==> src/rtl/evs_pkg.sv <==
package evs_pkg;
  localparam int unsigned RegW    = 32;
  localparam int unsigned CntW    = 64;
  localparam int unsigned SelW    = 4;
  localparam int unsigned ScaleSh = 8;
  localparam int unsigned TrapW   = 2;

  localparam int unsigned BitScale = 17;
  localparam int unsigned SelLsb   = 4;
  localparam int unsigned BitDir   = 3;
  localparam int unsigned BitEn    = 2;
  localparam int unsigned TrapLsb  = 0;

  localparam int unsigned WinW = 1 << SelW;
  localparam int unsigned IdxW = $clog2(ScaleSh + WinW);

  typedef struct packed {
    logic             scale;
    logic [SelW-1:0]  sel;
    logic             dir;
    logic             en;
    logic [TrapW-1:0] trap;
  } evs_cfg_t;

  function automatic logic [RegW-1:0] cfg_to_word(evs_cfg_t c);
    logic [RegW-1:0] w;
    w = '0;
    w[BitScale]                 = c.scale;
    w[SelLsb +: SelW]           = c.sel;
    w[BitDir]                   = c.dir;
    w[BitEn]                    = c.en;
    w[TrapLsb +: TrapW]         = c.trap;
    return w;
  endfunction

  function automatic evs_cfg_t word_to_cfg(logic [RegW-1:0] w);
    evs_cfg_t c;
    c.scale = w[BitScale];
    c.sel   = w[SelLsb +: SelW];
    c.dir   = w[BitDir];
    c.en    = w[BitEn];
    c.trap  = w[TrapLsb +: TrapW];
    return c;
  endfunction
endpackage

==> src/rtl/evs_ctrl_reg.sv <==
module evs_ctrl_reg
  import evs_pkg::*;
#(
  parameter int unsigned REG_W = RegW
) (
  input  logic             clk_i,
  input  logic             rst_ni,
  input  logic             wr_en_i,
  input  logic [REG_W-1:0] wr_data_i,
  output logic [REG_W-1:0] rd_data_o,
  output evs_cfg_t         cfg_o
);
  evs_cfg_t cfg_q;

  always_ff @(posedge clk_i or negedge rst_ni) begin
    if (!rst_ni)      cfg_q <= '0;
    else if (wr_en_i) cfg_q <= word_to_cfg(wr_data_i[RegW-1:0]);
  end

  always_comb begin
    rd_data_o = '0;
    rd_data_o[RegW-1:0] = cfg_to_word(cfg_q);
  end

  assign cfg_o = cfg_q;
endmodule

==> src/rtl/evs_trig_sel.sv <==
module evs_trig_sel #(
  parameter int unsigned CNT_W = 64,
  parameter int unsigned SEL_W = 4,
  parameter int unsigned SHIFT = 8,
  localparam int unsigned WIN   = 1 << SEL_W,
  localparam int unsigned IDX_W = $clog2(SHIFT + WIN)
) (
  input  logic [CNT_W-1:0] cnt_i,
  input  logic [SEL_W-1:0] sel_i,
  input  logic             hi_i,
  output logic             bit_o,
  output logic [IDX_W-1:0] idx_o
);
  logic [WIN-1:0] win;

  // per-position window mux: low window or window shifted by SHIFT
  for (genvar i = 0; i < WIN; i++) begin : g_win
    assign win[i] = hi_i ? cnt_i[i+SHIFT] : cnt_i[i];
  end

  assign bit_o = win[sel_i];
  assign idx_o = IDX_W'(sel_i) + (hi_i ? IDX_W'(SHIFT) : IDX_W'(0));
endmodule

==> src/rtl/evs_edge_det.sv <==
module evs_edge_det #(
  parameter int unsigned KEY_W = 8
) (
  input  logic             clk_i,
  input  logic             rst_ni,
  input  logic             en_i,
  input  logic             dir_i,
  input  logic [KEY_W-1:0] key_i,
  input  logic             bit_i,
  output logic             event_o
);
  logic             prev_q;
  logic [KEY_W-1:0] key_q;
  logic             evt_q;
  logic             rearm;
  logic             hit;

  assign rearm = (key_i != key_q);
  assign hit   = dir_i ? (prev_q & ~bit_i) : (~prev_q & bit_i);

  always_ff @(posedge clk_i or negedge rst_ni) begin
    if (!rst_ni) begin
      prev_q <= 1'b0;
      key_q  <= '0;
      evt_q  <= 1'b0;
    end else begin
      prev_q <= bit_i;
      key_q  <= key_i;
      evt_q  <= en_i & ~rearm & hit;
    end
  end

  assign event_o = evt_q;
endmodule

==> src/rtl/evs_event_gen.sv <==
module evs_event_gen
  import evs_pkg::*;
#(
  parameter int unsigned REG_W = RegW,
  parameter int unsigned CNT_W = CntW
) (
  input  logic             clk_i,
  input  logic             rst_ni,
  input  logic             wr_en_i,
  input  logic [REG_W-1:0] wr_data_i,
  output logic [REG_W-1:0] rd_data_o,
  input  logic [CNT_W-1:0] cnt_i,
  input  logic             ext_scale_i,
  output logic             event_o
);
  localparam int unsigned KeyW = IdxW + 2;

  evs_cfg_t        cfg;
  logic            trig_bit;
  logic [IdxW-1:0] trig_idx;
  logic            hi_win;

  evs_ctrl_reg #(.REG_W(REG_W)) i_ctrl (
    .clk_i     (clk_i),
    .rst_ni    (rst_ni),
    .wr_en_i   (wr_en_i),
    .wr_data_i (wr_data_i),
    .rd_data_o (rd_data_o),
    .cfg_o     (cfg)
  );

  assign hi_win = cfg.scale & ext_scale_i;

  evs_trig_sel #(.CNT_W(CNT_W), .SEL_W(SelW), .SHIFT(ScaleSh)) i_sel (
    .cnt_i (cnt_i),
    .sel_i (cfg.sel),
    .hi_i  (hi_win),
    .bit_o (trig_bit),
    .idx_o (trig_idx)
  );

  evs_edge_det #(.KEY_W(KeyW)) i_edge (
    .clk_i   (clk_i),
    .rst_ni  (rst_ni),
    .en_i    (cfg.en),
    .dir_i   (cfg.dir),
    .key_i   ({cfg.en, cfg.dir, trig_idx}),
    .bit_i   (trig_bit),
    .event_o (event_o)
  );
endmodule

==> config.mk <==
export PLATFORM = sky130hd
export DESIGN_NAME = evs_event_gen
export DESIGN_NICKNAME = d
export VERILOG_FILES = /design/src/rtl/evs_pkg.sv /design/src/rtl/evs_ctrl_reg.sv /design/src/rtl/evs_trig_sel.sv /design/src/rtl/evs_edge_det.sv /design/src/rtl/evs_event_gen.sv
export SDC_FILE = /design/constraint.sdc
export NUM_CORES = 1
export LEC_CHECK = 0
export ABC_AREA = 0
export BUFFER_PORTS_ARGS = -buffer_cell sky130_fd_sc_hd__buf_4
export CAP_MARGIN = 20
export CORE_MARGIN = 2
export CORE_UTILIZATION = 37
export DETAILED_ROUTE_END_ITERATION = 10
export PLACE_DENSITY = 0.86
export SYNTH_ARGS = -nofsm -noshare
export SYNTH_HDL_FRONTEND = slang
export SYNTH_SLANG_ARGS = --single-unit
==> constraint.sdc <==
create_clock -name clk_i -period 3.1 [get_ports clk_i]
set_input_delay 0.465 -clock clk_i [delete_from_list [all_inputs] [get_ports clk_i]]
set_output_delay 0.465 -clock clk_i [all_outputs]
set_load 0.03 [all_outputs]
======== After elaboration in Yosys (flattened, before gate mapping) ========
Cells that the tools add are included.
operators by class
  $add $sub $neg .......................... 1
  magnitude comparators ................... 1
  equal/unequal tests ..................... 1
  multiplexer cells ....................... 20
  bitwise operators ....................... 8
operator list
  operator                                             number
  2-to-1 mux 1 bit                                     18
  != test 7 bit                                        1
  adder 4 x 5 -> 5 bit                                 1
  bitwise AND 1 bit                                    5
  < comparator 4 x 5 -> 1 bit (second input constant)  1
  binary-select mux 1 bit (select 4 bit)               1
  2-to-1 mux 4 bit                                     1
  inverter 1 bit                                       3
storage, ports and cells
  bits in registers ....................... 18
  input port bits ......................... 100
  logic and storage cells ................. 39

======== Logic depth before layout (Yosys ltp) ========
  depth in word-level cells ............... 8
  gate-level depth with buffers ........... 7
  depth with buffers taken out ............ 6

======== Modules after synthesis ========
From an unflattened synthesis, not the netlist that was laid out.
second synthesis, totals
  cells, all modules ...................... 116
  area total of the unflattened synthesis .. 1273.7 um^2
by module, submodules not included
  module         instances  cells each  area an instance (um^2)  seq. area each (um^2)
  evs_ctrl_reg   1          52          615.6                    225.2
  evs_edge_det   1          22          335.3                    225.2
  evs_trig_sel   1          41          316.6                    0.0
  evs_event_gen  1          1           6.3                      0.0

======== Least setup slack after synthesis ========
OpenSTA, ideal clock, no wires.
  path kind ............................... flip-flop to flip-flop
  from .................................... reg i_ctrl.cfg_q (netlist bit i_ctrl.cfg_o[8])
  to ...................................... reg i_edge.evt_q (netlist: i_edge.event_o)
  library setup time ...................... 0.111 ns
  data arrival time ....................... 2.121 ns
  required time ........................... 2.989 ns
  setup slack ............................. 0.868 ns
  cell stages (with the launch flop) ...... 8
  period minus slack after synthesis ...... 2.232 ns
  path through ............................ dfrtp_1 > nand2_2 > buf_6 > mux4_2 > o22ai_2 > nor3_1 > or3_1 > a2111oi_2
between the ends
  word-level cells in the longest chain between the ends .. 8
RTL lines
  element                                                       RTL line             source
  start, declared                                               evs_ctrl_reg.sv:13   evs_cfg_t cfg_q;
  start signal, assigned                                        evs_ctrl_reg.sv:17   else if (wr_en_i) cfg_q <= word_to_cfg(wr_data_i[RegW-1:0]);
  bitwise AND 1 bit (*)                                         evs_event_gen.sv:32  assign hi_win = cfg.scale & ext_scale_i;
  branches (longest 6 deep; another with adder 4 x 5 -> 5 bit)  -
  bitwise AND 1 bit (*)                                         evs_edge_det.sv:29   evt_q <= en_i & ~rearm & hit;
  end signal, assigned                                          evs_edge_det.sv:29
  end, declared                                                 evs_edge_det.sv:14   logic evt_q;
Mark *: on every way between the ends. The select of a mux whose other input is x is not followed.
A chain may end at the register's enable or synchronous reset.

======== Worst setup path in the final report ========
Same ends and word-level chain as after synthesis.

==> metrics.csv <==
stage;metric;value;unit
power;finalPower;642;uW
global_routing;grt_pass1_wl;3800;um
clock_tree;clockRootBuffer;clkbuf_4;
sta;period_needed;2.42;ns
sta;setup_violations;0;
floorplanning;start_util;39.2;%
drt;drt-initial-drc-count;16;
placement;io_buffers;46;
floorplanning;io_pins;133;
status;status;finished, final reports clean;
synth;synth_edf_count;0;
synth;synth_sequential_area_ratio;37.3;%
setup_path;critPathKind;reg2reg;
clock_tree;ctsResizeCount;0;
synth;yosysTopAreaCell;dfrtp_1;
floorplanning;coreArea;3080;sq um
clock_tree;postCtsHoldBufs;0;
drt;detail-route-antenna-nets;0;
global_routing;overflow;0;
cells_and_area;drive_gt1_share;50.0;%
placement;dp_hpwl;1860;um
clock_tree;clk_pin_slew;0.10;ns
setup_path;reg2reg_slack;0.68;ns
power;max-vdd-ir-drop;0.000264;V
synth;yosysWarnings;0;
synth;syn_area;1210;sq um
sta;setup_tns;0;ns
synth;avgSynthCellArea;12.2;sq um
clock_tree;clk_path_buf_depth;2;
setup_path;cp.required;3.28;ns
clock_tree;htree_levels;1;
power;power.leakage;0.000701;uW
synth;synth_common_cells;buf_4 (28), dfrtp_1 (18), mux2_2 (9);
synth;synthMostInstantiatedCell;buf_4;
sta;finalCritPeriodShare;78.0;%
cells_and_area;layout.nets;241;
sta;rsz0062_at_grt;false;
setup_path;crit_path_end_kind;flop;
cells_and_area;layout.cells.non_filler;184;
clock_tree;cts_tree;built;
clock_tree;cts_buffers;3;
sta;fin_skew;0.00380;ns
sta;fmax;414;MHz
setup_path;ff2ff_path_depth;6;
clock_tree;clock_latency;0.28;ns
placement;dp.cells;180;
power;seqPwrFrac;45.0;%
sta;fin_ws;0.682;ns
global_routing;grt_max_degree;19;
setup_path;startpoint_type;flop;
synth;synth-async-reset-ratio;100;%
drt;wirelength;2270;um
run;maxCapViolCount;0;
placement;dpl_worst_slack;0.526;ns
synth;ys.flop_type;dfrtp_1;
global_routing;first_global_vias;842;
drt;vias;852;
floorplanning;die-width;61.1;um
cells_and_area;area_growth;23.2;%
power;p_switching;209;uW
setup_path;r2r_start;i_ctrl.cfg_o[8]$_DFFE_PN0P_;
drt;drc;0;
floorplanning;std_cell_rows;20;
clock_tree;post_cts_buffers;0;
drt;avgViaCountPerCell;4.63;
sta;slew_viol_final;0;
power;p_int;433;uW
power;power.density;431;nW/um^2
min_path;hold_class;in2async;
power;clkPwrFrac;21.4;%
setup_path;reg2reg_to;i_edge.event_o$_DFF_PN0_;
synth;synthCells;99;
clock_tree;clock_sinks;18;
synth;ys_seq_elements;18;
synth;synth_top_area_share;37.3;%
sta;hold_viol_final;0;
floorplanning;die_h;61.1;um
floorplanning;fp.dieArea;3740;sq um
placement;gp_congestion;0.709;
global_routing;grtUsageTotal;13.6;%
global_routing;antenna_found_initial;0;
drt;firstDrtPassIters;4;
cells_and_area;n_antenna_cell;0;
setup_path;arrival;2.60;ns
synth;synthDistinctLibCells;29;
power;swShare;32.6;%
drt;wl_per_cell;12.3;um
synth;synthTopCellsByArea;dfrtp_1 (37%), buf_4 (17%), mux4_1 (8.7%), mux2_2 (8.4%), mux4_2 (7.5%);
setup_path;path_max_fanout;11;
sta;worst_hold_slack;0.0239;ns
power;combPwrFrac;33.7;%
==> sequential cells by signal, summed over array words and instances, names as in the netlist <==
name / cells
i_ctrl.cfg_o: 9
i_edge.prev_q: 1
i_edge.key_q: 7
i_edge.event_o: 1
==> metal layers <==
| layer | wire length [um] | part of all wire, % | track usage (%) |
|---|---|---|---|
| met2 | 1200 | 53 | 25.8 |
| met5 | 0 | 0 | 0 |
| met1 | 837 | 37 | 15.5 |
| met4 | 27 | 1.2 | 4.66 |
| met3 | 206 | 9.1 | 1.89 |
==> cells by family after synthesis <==
kind of cell	count (synthesis)	share of synthesized area, %
and+or+nand+nor	19	9.22
xor gates and xnor gates	6	4.35
buffers and inverters	31	19.8
AOI/OAI and AO/OA	7	4.45
other	1	0.311
muxes	17	24.6
DFF	18	37.3
==> cell type report <==
class | count | area, sq um
fillers | 283 | 1590
multi-input cells | 72 | 601
flip-flops and latches | 18 | 450
repair buffers | 46 | 345
well taps | 44 | 55.1
clock buffers | 4 | 36.3
==> worst max-delay path, cell delays in order (launching register included) <==
cell and delay [ns]:
dfrtp_1 0.44, nand2_2 0.27, mux4_1 0.64, nor3_1 0.18, nor4_1 0.09, or3_1 0.40, a2111oi_2 0.29
==> power by group through the flow <==
| stage | Combinational, uW | Sequential [uW] | Clock (uW) |
|---|---|---|---|
| floorplan | 176 | 294 | 0 |
| global placement | 209 | 291 | 0 |
| detailed placement | 216 | 294 | 0 |
| CTS | 216 | 289 | 144 |
| global route | 232 | 295 | 153 |
| finish | 216 | 289 | 137 |
==> layout by cell type, fill, tap and decap left out, types with 2 or more instances in the layout <==
cell type and n:
mux4_1 4, mux4_2 4, buf_4 46, mux2_2 9
nor3_1 3, clkbuf_4 3, nor2_1 2, nand2_1 2
nand3_1 3, xnor2_1 6, o21ai_0 2, dfrtp_1 18
conb_1 23
==> stage by stage <==
stage | area, sq um | utilization (%)
final | 1490 | 48.3
after global routing | 1490 | 48.3
after CTS | 1490 | 48.3
after detailed placement | 1450 | 47.2
after global placement | 1450 | 47.2
after floorplan | 1290 | -
==> worst max-delay path by stage <==
stage                                start                        to  cells past startpoint
6_report       i_ctrl.cfg_o[8]$_DFFE_PN0P_  i_edge.event_o$_DFF_PN0_                      6
5_1_grt        i_ctrl.cfg_o[8]$_DFFE_PN0P_  i_edge.event_o$_DFF_PN0_                      6
4_1_cts        i_ctrl.cfg_o[8]$_DFFE_PN0P_  i_edge.event_o$_DFF_PN0_                      6
3_5_place_dp                   ext_scale_i  i_edge.event_o$_DFF_PN0_                      7
3_3_place_gp                   ext_scale_i  i_edge.event_o$_DFF_PN0_                      7
2_1_floorplan  i_ctrl.cfg_o[8]$_DFFE_PN0P_  i_edge.event_o$_DFF_PN0_                      7
Note: power is estimated with default switching activity, not from simulation.
